$ cat src/rtl/crm_pkg.sv
package crm_pkg;
  localparam int unsigned SYNC_MIN = 2;

  // Fast cycles without a reference edge before the reference counts as lost
  function automatic int unsigned stop_limit(input int unsigned cnt_w);
    return 2 * ((1 << cnt_w) - 1);
  endfunction
endpackage

$ cat src/rtl/crm_rst_sync.sv
module crm_rst_sync #(
  parameter int unsigned STAGES = 2
) (
  input  logic clk_i,
  input  logic rst_ni,
  output logic rst_no
);
  logic [STAGES-1:0] chain_q;

  always_ff @(posedge clk_i or negedge rst_ni) begin
    if (!rst_ni) chain_q <= '0;
    else         chain_q <= {chain_q[STAGES-2:0], 1'b1};
  end

  assign rst_no = chain_q[STAGES-1];
endmodule

$ cat src/rtl/crm_ref_sync.sv
module crm_ref_sync #(
  parameter int unsigned STAGES = 2
) (
  input  logic clk_i,
  input  logic rst_ni,
  input  logic ref_clk_i,
  output logic rise_o
);
  logic [STAGES:0] ff_q;

  always_ff @(posedge clk_i or negedge rst_ni) begin
    if (!rst_ni) ff_q[0] <= 1'b0;
    else         ff_q[0] <= ref_clk_i;
  end

  for (genvar g = 1; g <= STAGES; g++) begin : g_stage
    always_ff @(posedge clk_i or negedge rst_ni) begin
      if (!rst_ni) ff_q[g] <= 1'b0;
      else         ff_q[g] <= ff_q[g-1];
    end
  end

  // ff_q[STAGES] is the delayed copy used only for edge detection
  assign rise_o = ff_q[STAGES-1] & ~ff_q[STAGES];
endmodule

$ cat src/rtl/crm_period_cnt.sv
module crm_period_cnt #(
  parameter int unsigned CNT_W = 16
) (
  input  logic             clk_i,
  input  logic             rst_ni,
  input  logic             en_i,
  input  logic             rise_i,
  output logic [CNT_W-1:0] count_o
);
  localparam logic [CNT_W-1:0] CNT_MAX = '1;

  logic [CNT_W-1:0] cnt_q, cnt_d;

  always_comb begin
    cnt_d = cnt_q;
    if (!en_i)                cnt_d = '0;
    else if (rise_i)          cnt_d = CNT_W'(1);
    else if (cnt_q != CNT_MAX) cnt_d = cnt_q + CNT_W'(1);
  end

  always_ff @(posedge clk_i or negedge rst_ni) begin
    if (!rst_ni) cnt_q <= '0;
    else         cnt_q <= cnt_d;
  end

  assign count_o = cnt_q;
endmodule

$ cat src/rtl/crm_stop_watch.sv
module crm_stop_watch #(
  parameter int unsigned CNT_W = 16
) (
  input  logic clk_i,
  input  logic rst_ni,
  input  logic en_i,
  input  logic rise_i,
  input  logic irq_en_i,
  output logic lost_o,
  output logic irq_o
);
  import crm_pkg::*;

  localparam int unsigned LIMIT = stop_limit(CNT_W);
  localparam int unsigned TMR_W = $clog2(LIMIT + 1);
  localparam logic [TMR_W-1:0] LAST = TMR_W'(LIMIT - 1);

  logic [TMR_W-1:0] tmr_q, tmr_d;
  logic             lost_q, lost_d;
  logic             irq_q, irq_d;

  always_comb begin
    tmr_d = tmr_q;
    if (!en_i || rise_i)  tmr_d = '0;
    else if (tmr_q != LAST) tmr_d = tmr_q + TMR_W'(1);

    lost_d = en_i & ~rise_i & (lost_q | (tmr_q == LAST));
    irq_d  = lost_d & ~lost_q & irq_en_i;
  end

  always_ff @(posedge clk_i or negedge rst_ni) begin
    if (!rst_ni) begin
      tmr_q  <= '0;
      lost_q <= 1'b0;
      irq_q  <= 1'b0;
    end else begin
      tmr_q  <= tmr_d;
      lost_q <= lost_d;
      irq_q  <= irq_d;
    end
  end

  assign lost_o = lost_q;
  assign irq_o  = irq_q;
endmodule

$ cat src/rtl/clk_ratio_meter.sv
module clk_ratio_meter #(
  parameter int unsigned CNT_W     = 16,
  parameter int unsigned SYNC_STGS = crm_pkg::SYNC_MIN
) (
  input  logic             clk_i,
  input  logic             rst_ni,
  input  logic             ref_clk_i,
  input  logic             meas_en_i,
  input  logic [CNT_W-1:0] ratio_i,
  input  logic             lost_irq_en_i,
  output logic [CNT_W:0]   diff_o,
  output logic             diff_vld_o,
  output logic             ref_lost_o,
  output logic             lost_irq_o
);
  localparam int unsigned DIFF_W = CNT_W + 1;

  logic             rst_sn;
  logic             rise;
  logic [CNT_W-1:0] count;
  logic             lost;

  logic              armed_q, armed_d;
  logic [DIFF_W-1:0] diff_q, diff_d;
  logic              vld_q, vld_d;
  logic              publish;

  crm_rst_sync #(.STAGES(SYNC_STGS)) u_rst (
    .clk_i (clk_i),
    .rst_ni(rst_ni),
    .rst_no(rst_sn)
  );

  crm_ref_sync #(.STAGES(SYNC_STGS)) u_sync (
    .clk_i    (clk_i),
    .rst_ni   (rst_sn),
    .ref_clk_i(ref_clk_i),
    .rise_o   (rise)
  );

  crm_period_cnt #(.CNT_W(CNT_W)) u_cnt (
    .clk_i  (clk_i),
    .rst_ni (rst_sn),
    .en_i   (meas_en_i),
    .rise_i (rise),
    .count_o(count)
  );

  crm_stop_watch #(.CNT_W(CNT_W)) u_stop (
    .clk_i   (clk_i),
    .rst_ni  (rst_sn),
    .en_i    (meas_en_i),
    .rise_i  (rise),
    .irq_en_i(lost_irq_en_i),
    .lost_o  (lost),
    .irq_o   (lost_irq_o)
  );

  assign publish = meas_en_i & rise & armed_q & ~lost;

  always_comb begin
    armed_d = armed_q;
    if (!meas_en_i || lost) armed_d = 1'b0;
    if (meas_en_i && rise)  armed_d = 1'b1;

    diff_d = diff_q;
    if (publish) diff_d = {1'b0, count} - {1'b0, ratio_i};
    vld_d = publish;
  end

  always_ff @(posedge clk_i or negedge rst_sn) begin
    if (!rst_sn) begin
      armed_q <= 1'b0;
      diff_q  <= '0;
      vld_q   <= 1'b0;
    end else begin
      armed_q <= armed_d;
      diff_q  <= diff_d;
      vld_q   <= vld_d;
    end
  end

  assign diff_o     = diff_q;
  assign diff_vld_o = vld_q;
  assign ref_lost_o = lost;
endmodule

$ cat config.mk
export PLATFORM = sky130hd
export DESIGN_NAME = clk_ratio_meter
export DESIGN_NICKNAME = d
export VERILOG_FILES = /design/src/rtl/crm_pkg.sv /design/src/rtl/crm_rst_sync.sv /design/src/rtl/crm_ref_sync.sv /design/src/rtl/crm_period_cnt.sv /design/src/rtl/crm_stop_watch.sv /design/src/rtl/clk_ratio_meter.sv
export SDC_FILE = /design/constraint.sdc
export NUM_CORES = 1
export LEC_CHECK = 0
export BUFFER_PORTS_ARGS = -buffer_cell sky130_fd_sc_hd__buf_4
export CORE_ASPECT_RATIO = 0.6
export CORE_MARGIN = 2
export CORE_UTILIZATION = 60
export DETAILED_ROUTE_END_ITERATION = 10
export GPL_TIMING_DRIVEN = 0
export PLACE_DENSITY = 0.9
export SYNTH_ARGS = -nofsm -noshare
export SYNTH_HDL_FRONTEND = slang
export SYNTH_SLANG_ARGS = --single-unit
$ cat constraint.sdc
create_clock -name clk_i -period 5.76 [get_ports clk_i]
set_clock_uncertainty 0.2 [all_clocks]
set_input_delay 1.152 -clock clk_i [delete_from_list [all_inputs] [get_ports clk_i]]
set_output_delay 1.152 -clock clk_i [all_outputs]
set_load 0.02 [all_outputs]
# After elaboration in Yosys (flattened, before gate mapping)

Cells that the tools add are included.

Equal/unequal tests: 4
Multiplexer cells: 7
Reduce and logical (&&, ||, !) cells: 6
Bitwise operators: 12
Add/sub/neg operators: 3

Operators with widths:

| operator                                               | number |
|---|---|
| two-way mux 16 bit                                     | 3 |
| two-way mux 17 bit                                     | 2 |
| adder 17 x 1 -> 17 bit (second input constant)         | 1 |
| equality test 17 bit (second input constant)           | 1 |
| inequality test 17 bit (second input constant)         | 1 |
| subtractor 16 x 16 -> 17 bit                           | 1 |
| adder 16 x 1 -> 16 bit (second input constant)         | 1 |
| inequality test 16 bit (second input constant)         | 1 |
| AND 1 bit                                              | 8 |
| nonzero test 2 bit                                     | 2 |
| inequality test 3 x 1 -> 1 bit (second input constant) | 1 |
| NOT 1 bit                                              | 3 |
| logical OR 1 bit                                       | 2 |
| two-way mux 1 bit                                      | 2 |
| logical AND 1 bit                                      | 1 |
| zero test 1 bit                                        | 1 |
| OR 1 bit                                               | 1 |

Output and inout port bits: 20
Register bits after elaboration: 59
Word-level logic and storage cells: 43
Bits of input ports: 21

# Longest topological paths before layout

Gate-level depths: netlist of run 1.

Depth in word-level cells: 7
Gate-level depth with buffers: 8

# By module

From an unflattened synthesis of run 1, not the netlist that was laid out.

Cells, all modules: 398
Area, all modules: 3646.0 um^2

By module, submodules not included:

| module          | cells each | times used | area each (um^2) |
|---|---|---|---|
| clk_ratio_meter | 193        | 1          | 1590.3 |
| crm_stop_watch  | 102        | 1          | 1012.2 |
| crm_period_cnt  | 96         | 1          | 900.9 |
| crm_ref_sync    | 4          | 1          | 88.8 |
| crm_rst_sync    | 3          | 1          | 53.8 |

# Least setup slack after synthesis of run 1

No wires, ideal clock.

Path kind: input port to flip-flop
Start: input port ratio_i[0]
End: register diff_q[16] (netlist: diff_o[16])
Arrival time: 2.770 ns
Stages on the path: 7
Buffers on the path: 0
Required time: 5.425 ns
Library setup time: 0.135 ns
Path slack: 2.655 ns
Cells stage by stage: ha_1 fa_1 nor2b_1 o31ai_1 a211o_1 a2111oi_2 o31ai_1

Cells in the longest elaborated chain, start to end: 1

RTL lines:

| item                         | line                  | RTL |
|---|---|---|
| start: declaration           | clk_ratio_meter.sv:9  | `input logic [CNT_W-1:0] ratio_i,` |
| subtractor 16 x 16 -> 17 bit | clk_ratio_meter.sv:67 | `if (publish) diff_d = {1'b0, count} - {1'b0, ratio_i};` |
| end signal: assignment       | clk_ratio_meter.sv:78 | `diff_q <= diff_d;` |
| end: declaration             | clk_ratio_meter.sv:24 | `logic [DIFF_W-1:0] diff_q, diff_d;` |

No other way between the ends.
A chain may end at the register's enable or synchronous reset.

# Worst setup path in the final report of run 1

Same ends and word-level chain as after synthesis.

==> impl_metrics.json, run 1 <==
{
  "status": "finished, final reports clean",
  "register_area_sq_um": 1478,
  "die_y_microns": 63.95,
  "tightest_slew_ns": 0.6889,
  "fin_crit_ns": 3.131,
  "nNetsFinal": 490,
  "crit_type": "in -> reg",
  "fmax_ghz": 0.3194,
  "grt_pass1_wl_microns": 15270,
  "yosysMostFrequentCell": "dfrtp_1",
  "vias_per_cell": 6.135,
  "ys.warnings.count": 0,
  "area_delta_synth_final_pct": 17.55,
  "dr.pass1.iters": 5,
  "rsz0062_at_grt": "false",
  "gr-usage-all-layers": 0.2935,
  "antenna_found_initial": 0,
  "syn_nets": 438,
  "cap_viol_max_count": 0,
  "timing.final.crit_share": 0.5436,
  "ys_top_cells_by_count": "dfrtp_1 (59), nor2_1 (45), nand2_1 (33)",
  "clk_latency_ns": 0.35,
  "numCtsBuffers": 9,
  "whs_ns": 0.08826,
  "syn_area_sq_um": 3593,
  "num_rows": 21,
  "slew_headroom": 0.5368,
  "leakage_nw": 1.944,
  "worst-path-max-fanout": 3,
  "grt_pass1_vias": 3117,
  "critPathArrivalTime_ns": 3.15,
  "cts_hold_buf": 0,
  "worst_ir_drop_vdd_uv": 183.5,
  "multi_input_area_sq_um": 1938,
  "cts_tree": "done",
  "hold_path_class": "reg -> async",
  "grt_max_degree": 32,
  "drive_gt1_frac": 0.1652,
  "cts_sinks": 59,
  "tns_ns": 0,
  "io_buffers": 40,
  "ys_seq_elements": 59,
  "gr-total-overflow": 0,
  "synth_cell_type_count": 57,
  "gp_congestion": 0.8837,
  "synth-edff-count": 0,
  "design.die.area_sq_um": 6645,
  "detail-route-antenna-nets": 0,
  "cts.htree.levels": 3,
  "fp.dieW_microns": 103.9,
  "yosysSeqAreaShare": 0.4109,
  "postCtsSetupRepairBufs": 0,
  "power.density_nw_per_um2": 248.7,
  "post_cts_resized": 0,
  "ios": 41,
  "dpl.hpwl_microns": 6514,
  "critPathLaunchType": "input port",
  "fin_cells": 534,
  "drt_iter0_drc": 390,
  "wirelength_microns": 8956,
  "postSynthCellCount": 397,
  "cts_max_path_buffers": 2,
  "synthArstFlopShare": 1.000,
  "hold_viol_final": 0,
  "path_clk_slew_ns": 0.07,
  "num_vias": 3276,
  "coreArea_sq_um": 5675,
  "root_buffer": "clkbuf_8",
  "crit_required_ns": 5.77,
  "end_kind": "flip-flop",
  "synth_area_leader_cell": "dfrtp_1",
  "antenna_cells": 0,
  "drcViolationCount": 0,
  "synth_top_area_frac": 0.4109,
  "utilization": 0.7443,
  "fillCellCount": 401,
  "avgSynthCellArea_sq_um": 9.052,
  "post_drt_wl_per_cell_microns": 16.77,
  "initial_core_util": 0.6332,
  "setup_violations": 0,
  "drv_slew": 0,
  "yosys-top-cells-area": "dfrtp_1 (41%), ha_1 (6.6%), nor2_1 (4.7%), xnor2_1 (4.1%), nand2_1 (3.4%)",
  "synthFlopType": "dfrtp_1",
  "place_inst": 518
}
==> kinds of logic after synthesis <==
family / share of synthesized area
xor+xnor: 0.05850
other cells: 0.001044
mux: 0.005571
fa+ha+maj: 0.07173
buf+inv: 0.04979
simple gates: 0.2152
flops: 0.4109
compound gates: 0.1873
==> layout by cell type (no fill, tap or decap), types with 3 or more instances in the layout <==
cell,instances
a21oi_1,21
inv_1,29
nand4_1,14
clkbuf_8,9
a21o_1,4
o31ai_1,9
nor4_1,5
xnor2_1,17
buf_4,41
xor2_1,7
clkbuf_1,10
nand2_1,33
nand3_1,17
dfrtp_1,58
a31oi_1,7
o211ai_1,4
ha_1,19
and3_1,5
a211oi_1,9
nor2_1,45
and4_1,3
nor3_1,9
o21ai_0,12
a211o_1,5
o21a_1,10
a311oi_1,4
nor2b_1,5
==> final cells by class <==
class	count	share of cell area
multi-input combinational	296	0.4588
inverter	29	0.02577
clock inverter	5	0.01836
sequential	59	0.3498
buffer	13	0.01659
clock buffer	11	0.03110
tap	80	0.02370
timing repair buffer	41	0.07583
==> per-stage QoR <==
stage,cell area [sq um],setup slack (ns),total power [W]
CTS,4224,2.672,0.001055
finish,4224,2.629,0.001051
floorplan,3593,2.655,0.0005694
global placement,3994,2.346,0.0006376
global route,4224,2.518,0.001096
detailed placement,4015,2.321,0.0006480
==> power breakdown <==
part,leakage [nW],switching [W],total [W],internal (W)
Sequential,0.785,0.0000230,0.000468,0.000445
Clock,0.103,0.000167,0.000409,0.000242
Combinational,1.06,0.0000990,0.000173,0.0000741
Total,1.94,0.000289,0.00105,0.000762
==> path summary, 6_finish.rpt <==
check                                                   from                            end  slack, ns  depth (start not counted)
worst max-delay path                              ratio_i[0]         diff_o[16]$_DFFE_PN0P_       2.63                          8
worst min-delay path              u_rst.chain_q[1]$_DFF_PN0_  u_cnt.count_o[14]$_DFFE_PN0P_       0.09                          0
worst max register to register  u_cnt.count_o[0]$_DFFE_PN0P_         diff_o[16]$_DFFE_PN0P_       3.03                          8
worst min register to register    u_rst.chain_q[1]$_DFF_PN0_  u_cnt.count_o[14]$_DFFE_PN0P_       0.09                          0
max in group asynchronous         u_rst.chain_q[1]$_DFF_PN0_          diff_o[3]$_DFFE_PN0P_       4.69                          1
min in group clk_i                  u_sync.ff_q[0]$_DFF_PN0_       u_sync.ff_q[1]$_DFF_PN0_       0.15                          0
==> sequential cells by signal, summed over array words and instances, names as in the netlist <==
signal,cells
armed_q,1
u_stop.tmr_q,17
diff_o,17
u_rst.chain_q,2
u_stop.irq_o,1
diff_vld_o,1
u_sync.ff_q,3
u_cnt.count_o,16
u_stop.lost_o,1
==> routing by layer <==
layer	GRT usage	vias to the layer above	part of all wire
li1	-	1533	-
met1	0.4106	1576	0.45
met2	0.4309	151	0.43
met3	0.1082	16	0.10
met4	0.08108	0	0.011
met5	0	-	0
==> critical path: stages <==
cell and delay [ns]:
buf_4 0.11, ha_1 0.21, fa_1 0.42, nor2b_1 0.21
o31ai_1 0.19, a211o_1 0.35, a2111oi_2 0.38, o31ai_1 0.12
Note: power is estimated with default switching activity, not from simulation.
==> run 2, diff against run 1 <==
Settings changed: CORE_UTILIZATION 60 to 59, PLACE_DENSITY 0.9 to 0.88.
Clock period 5.76 ns to 3.25 ns, I/O delays scaled along.
==> run 2 against run 1 <==
Effect of this change:
- total power up 64%
- highest routed layer unchanged
- global-route usage down 1.6 points
- final cell count unchanged
- setup slack worse by 2.2 ns
- hold slack worse by 0.021 ns
- sequential share of layout area up 0.26 points
- non-clock buffer count up 1
- largest power group unchanged
- utilization down 1.2 points
==> impl_metrics.json, run 2 (synthesis gave the netlist of run 1 again) <==
{
  "die_y_microns": 64.45,
  "final_cell_mix": "dfrtp_1 (58), nor2_1 (45), buf_4 (41)",
  "leakage_nw": 1.928,
  "hold_viol_final": 0,
  "tightest_slew_ns": 0.6357,
  "power.density_nw_per_um2": 411.7,
  "gp_congestion": 0.8962,
  "worst_ir_drop_vdd_uv": 305.5,
  "design.die.area_sq_um": 6751,
  "cap_viol_max_count": 0,
  "fin_cells": 534,
  "grt_max_degree": 35,
  "crit_type": "reg -> reg",
  "place_inst": 518,
  "drcViolationCount": 0,
  "utilization": 0.7320,
  "end_kind": "flip-flop",
  "root_buffer": "clkbuf_8",
  "cts_max_path_buffers": 2,
  "cts_tree": "done",
  "timing.final.crit_share": 0.8547,
  "num_vias": 3277,
  "tns_ns": 0,
  "gr-usage-all-layers": 0.2775,
  "post_drt_wl_per_cell_microns": 16.42,
  "grt_pass1_vias": 2935,
  "dr.pass1.iters": 5,
  "coreArea_sq_um": 5728,
  "clk_latency_ns": 0.35,
  "status": "finished, final reports clean",
  "detail-route-antenna-nets": 0,
  "vias_per_cell": 6.137,
  "initial_core_util": 0.6273,
  "numCtsBuffers": 9,
  "fin_crit_ns": 2.778,
  "critPathArrivalTime_ns": 2.79,
  "slew_headroom": 0.5726,
  "antenna_cells": 0,
  "wirelength_microns": 8768,
  "dpl.hpwl_microns": 6439,
  "crit_required_ns": 3.26,
  "rsz0062_at_grt": "false",
  "final_common_cell": "dfrtp_1",
  "gr-total-overflow": 0,
  "nNetsFinal": 491,
  "drive_gt1_frac": 0.1674,
  "setup_violations": 0,
  "crit_start": "u_cnt.count_o[0]$_DFFE_PN0P_",
  "hold_path_class": "reg -> async",
  "antenna_found_initial": 0,
  "grt_pass1_wl_microns": 14490,
  "ios": 41,
  "post_cts_resized": 0,
  "drv_slew": 0,
  "cts_sinks": 59,
  "fp.dieW_microns": 104.8,
  "fmax_ghz": 0.3600,
  "drt_iter0_drc": 350,
  "path_clk_slew_ns": 0.07,
  "r2r_start": "u_cnt.count_o[0]$_DFFE_PN0P_",
  "critPathLaunchType": "flip-flop",
  "cts.htree.levels": 3,
  "worst-path-max-fanout": 4,
  "finalPower_w": 0.001726,
  "io_buffers": 40,
  "num_rows": 21,
  "area_delta_synth_final_pct": 16.68
}
run 2: through the flow:
step | worst slack [ns] | cell area (sq um) | hold slack (ns)
5_1_grt | 0.3438 | 4193 | 0.1243
3_3_place_gp | 0.3297 | 3994 | 0.1340
3_5_place_dp | 0.2640 | 4015 | 0.08295
4_1_cts | 0.5168 | 4193 | 0.08535
2_1_floorplan | 0.6469 | 3593 | 0.1312
6_report | 0.4724 | 4193 | 0.06718
run 2: final cells by class:
cell class | count | area, sq um
repair buffers | 42 | 330.3
plain buffers | 13 | 70.07
well taps | 80 | 100.1
multi-input cells | 296 | 1938
clock inverters | 5 | 30.03
flip-flops and latches | 59 | 1478
clock buffers | 10 | 137.6
inverters | 29 | 108.9
fillers | 441 | 1535
run 2: per-layer routing:
metal	share of wire	global-route usage	routed length, microns	vias to the layer above
met2	0.41	0.3831	3627	171
met5	0	0	0	-
met4	0.020	0.1100	172	0
met1	0.47	0.4029	4113	1536
li1	-	-	-	1545
met3	0.097	0.09054	854	25
run 2: report_power, final:
part / internal, W / switching (W)
sequential: 0.000789 / 0.0000388
combinational: 0.000131 / 0.000172
clock: 0.000288 / 0.000307
run 2: what timing repair did:
action	CTS	global route
buffers inserted	0	0
hold buffers	1	0
endpoints found under the hold margin	2	0
run 2: final timing paths:
path / to / slack [ns] / depth (start not counted)
max in group asynchronous: u_cnt.count_o[5]$_DFFE_PN0P_ / 2.20 / 1
min in group clk_i: u_rst.chain_q[1]$_DFF_PN0_ / 0.15 / 0
worst min-delay path: u_cnt.count_o[15]$_DFFE_PN0P_ / 0.07 / 0
worst min register to register: u_cnt.count_o[15]$_DFFE_PN0P_ / 0.07 / 0
worst max register to register: diff_o[16]$_DFFE_PN0P_ / 0.47 / 8
worst max-delay path: diff_o[16]$_DFFE_PN0P_ / 0.47 / 8
run 2: worst max-delay path, cell delays in order, from the launching register on:
cell	delay, ns
dfrtp_1	0.44
inv_1	0.07
ha_1	0.21
fa_1	0.41
nor2b_1	0.25
o31ai_1	0.20
a211o_1	0.35
a2111oi_2	0.38
o31ai_1	0.13
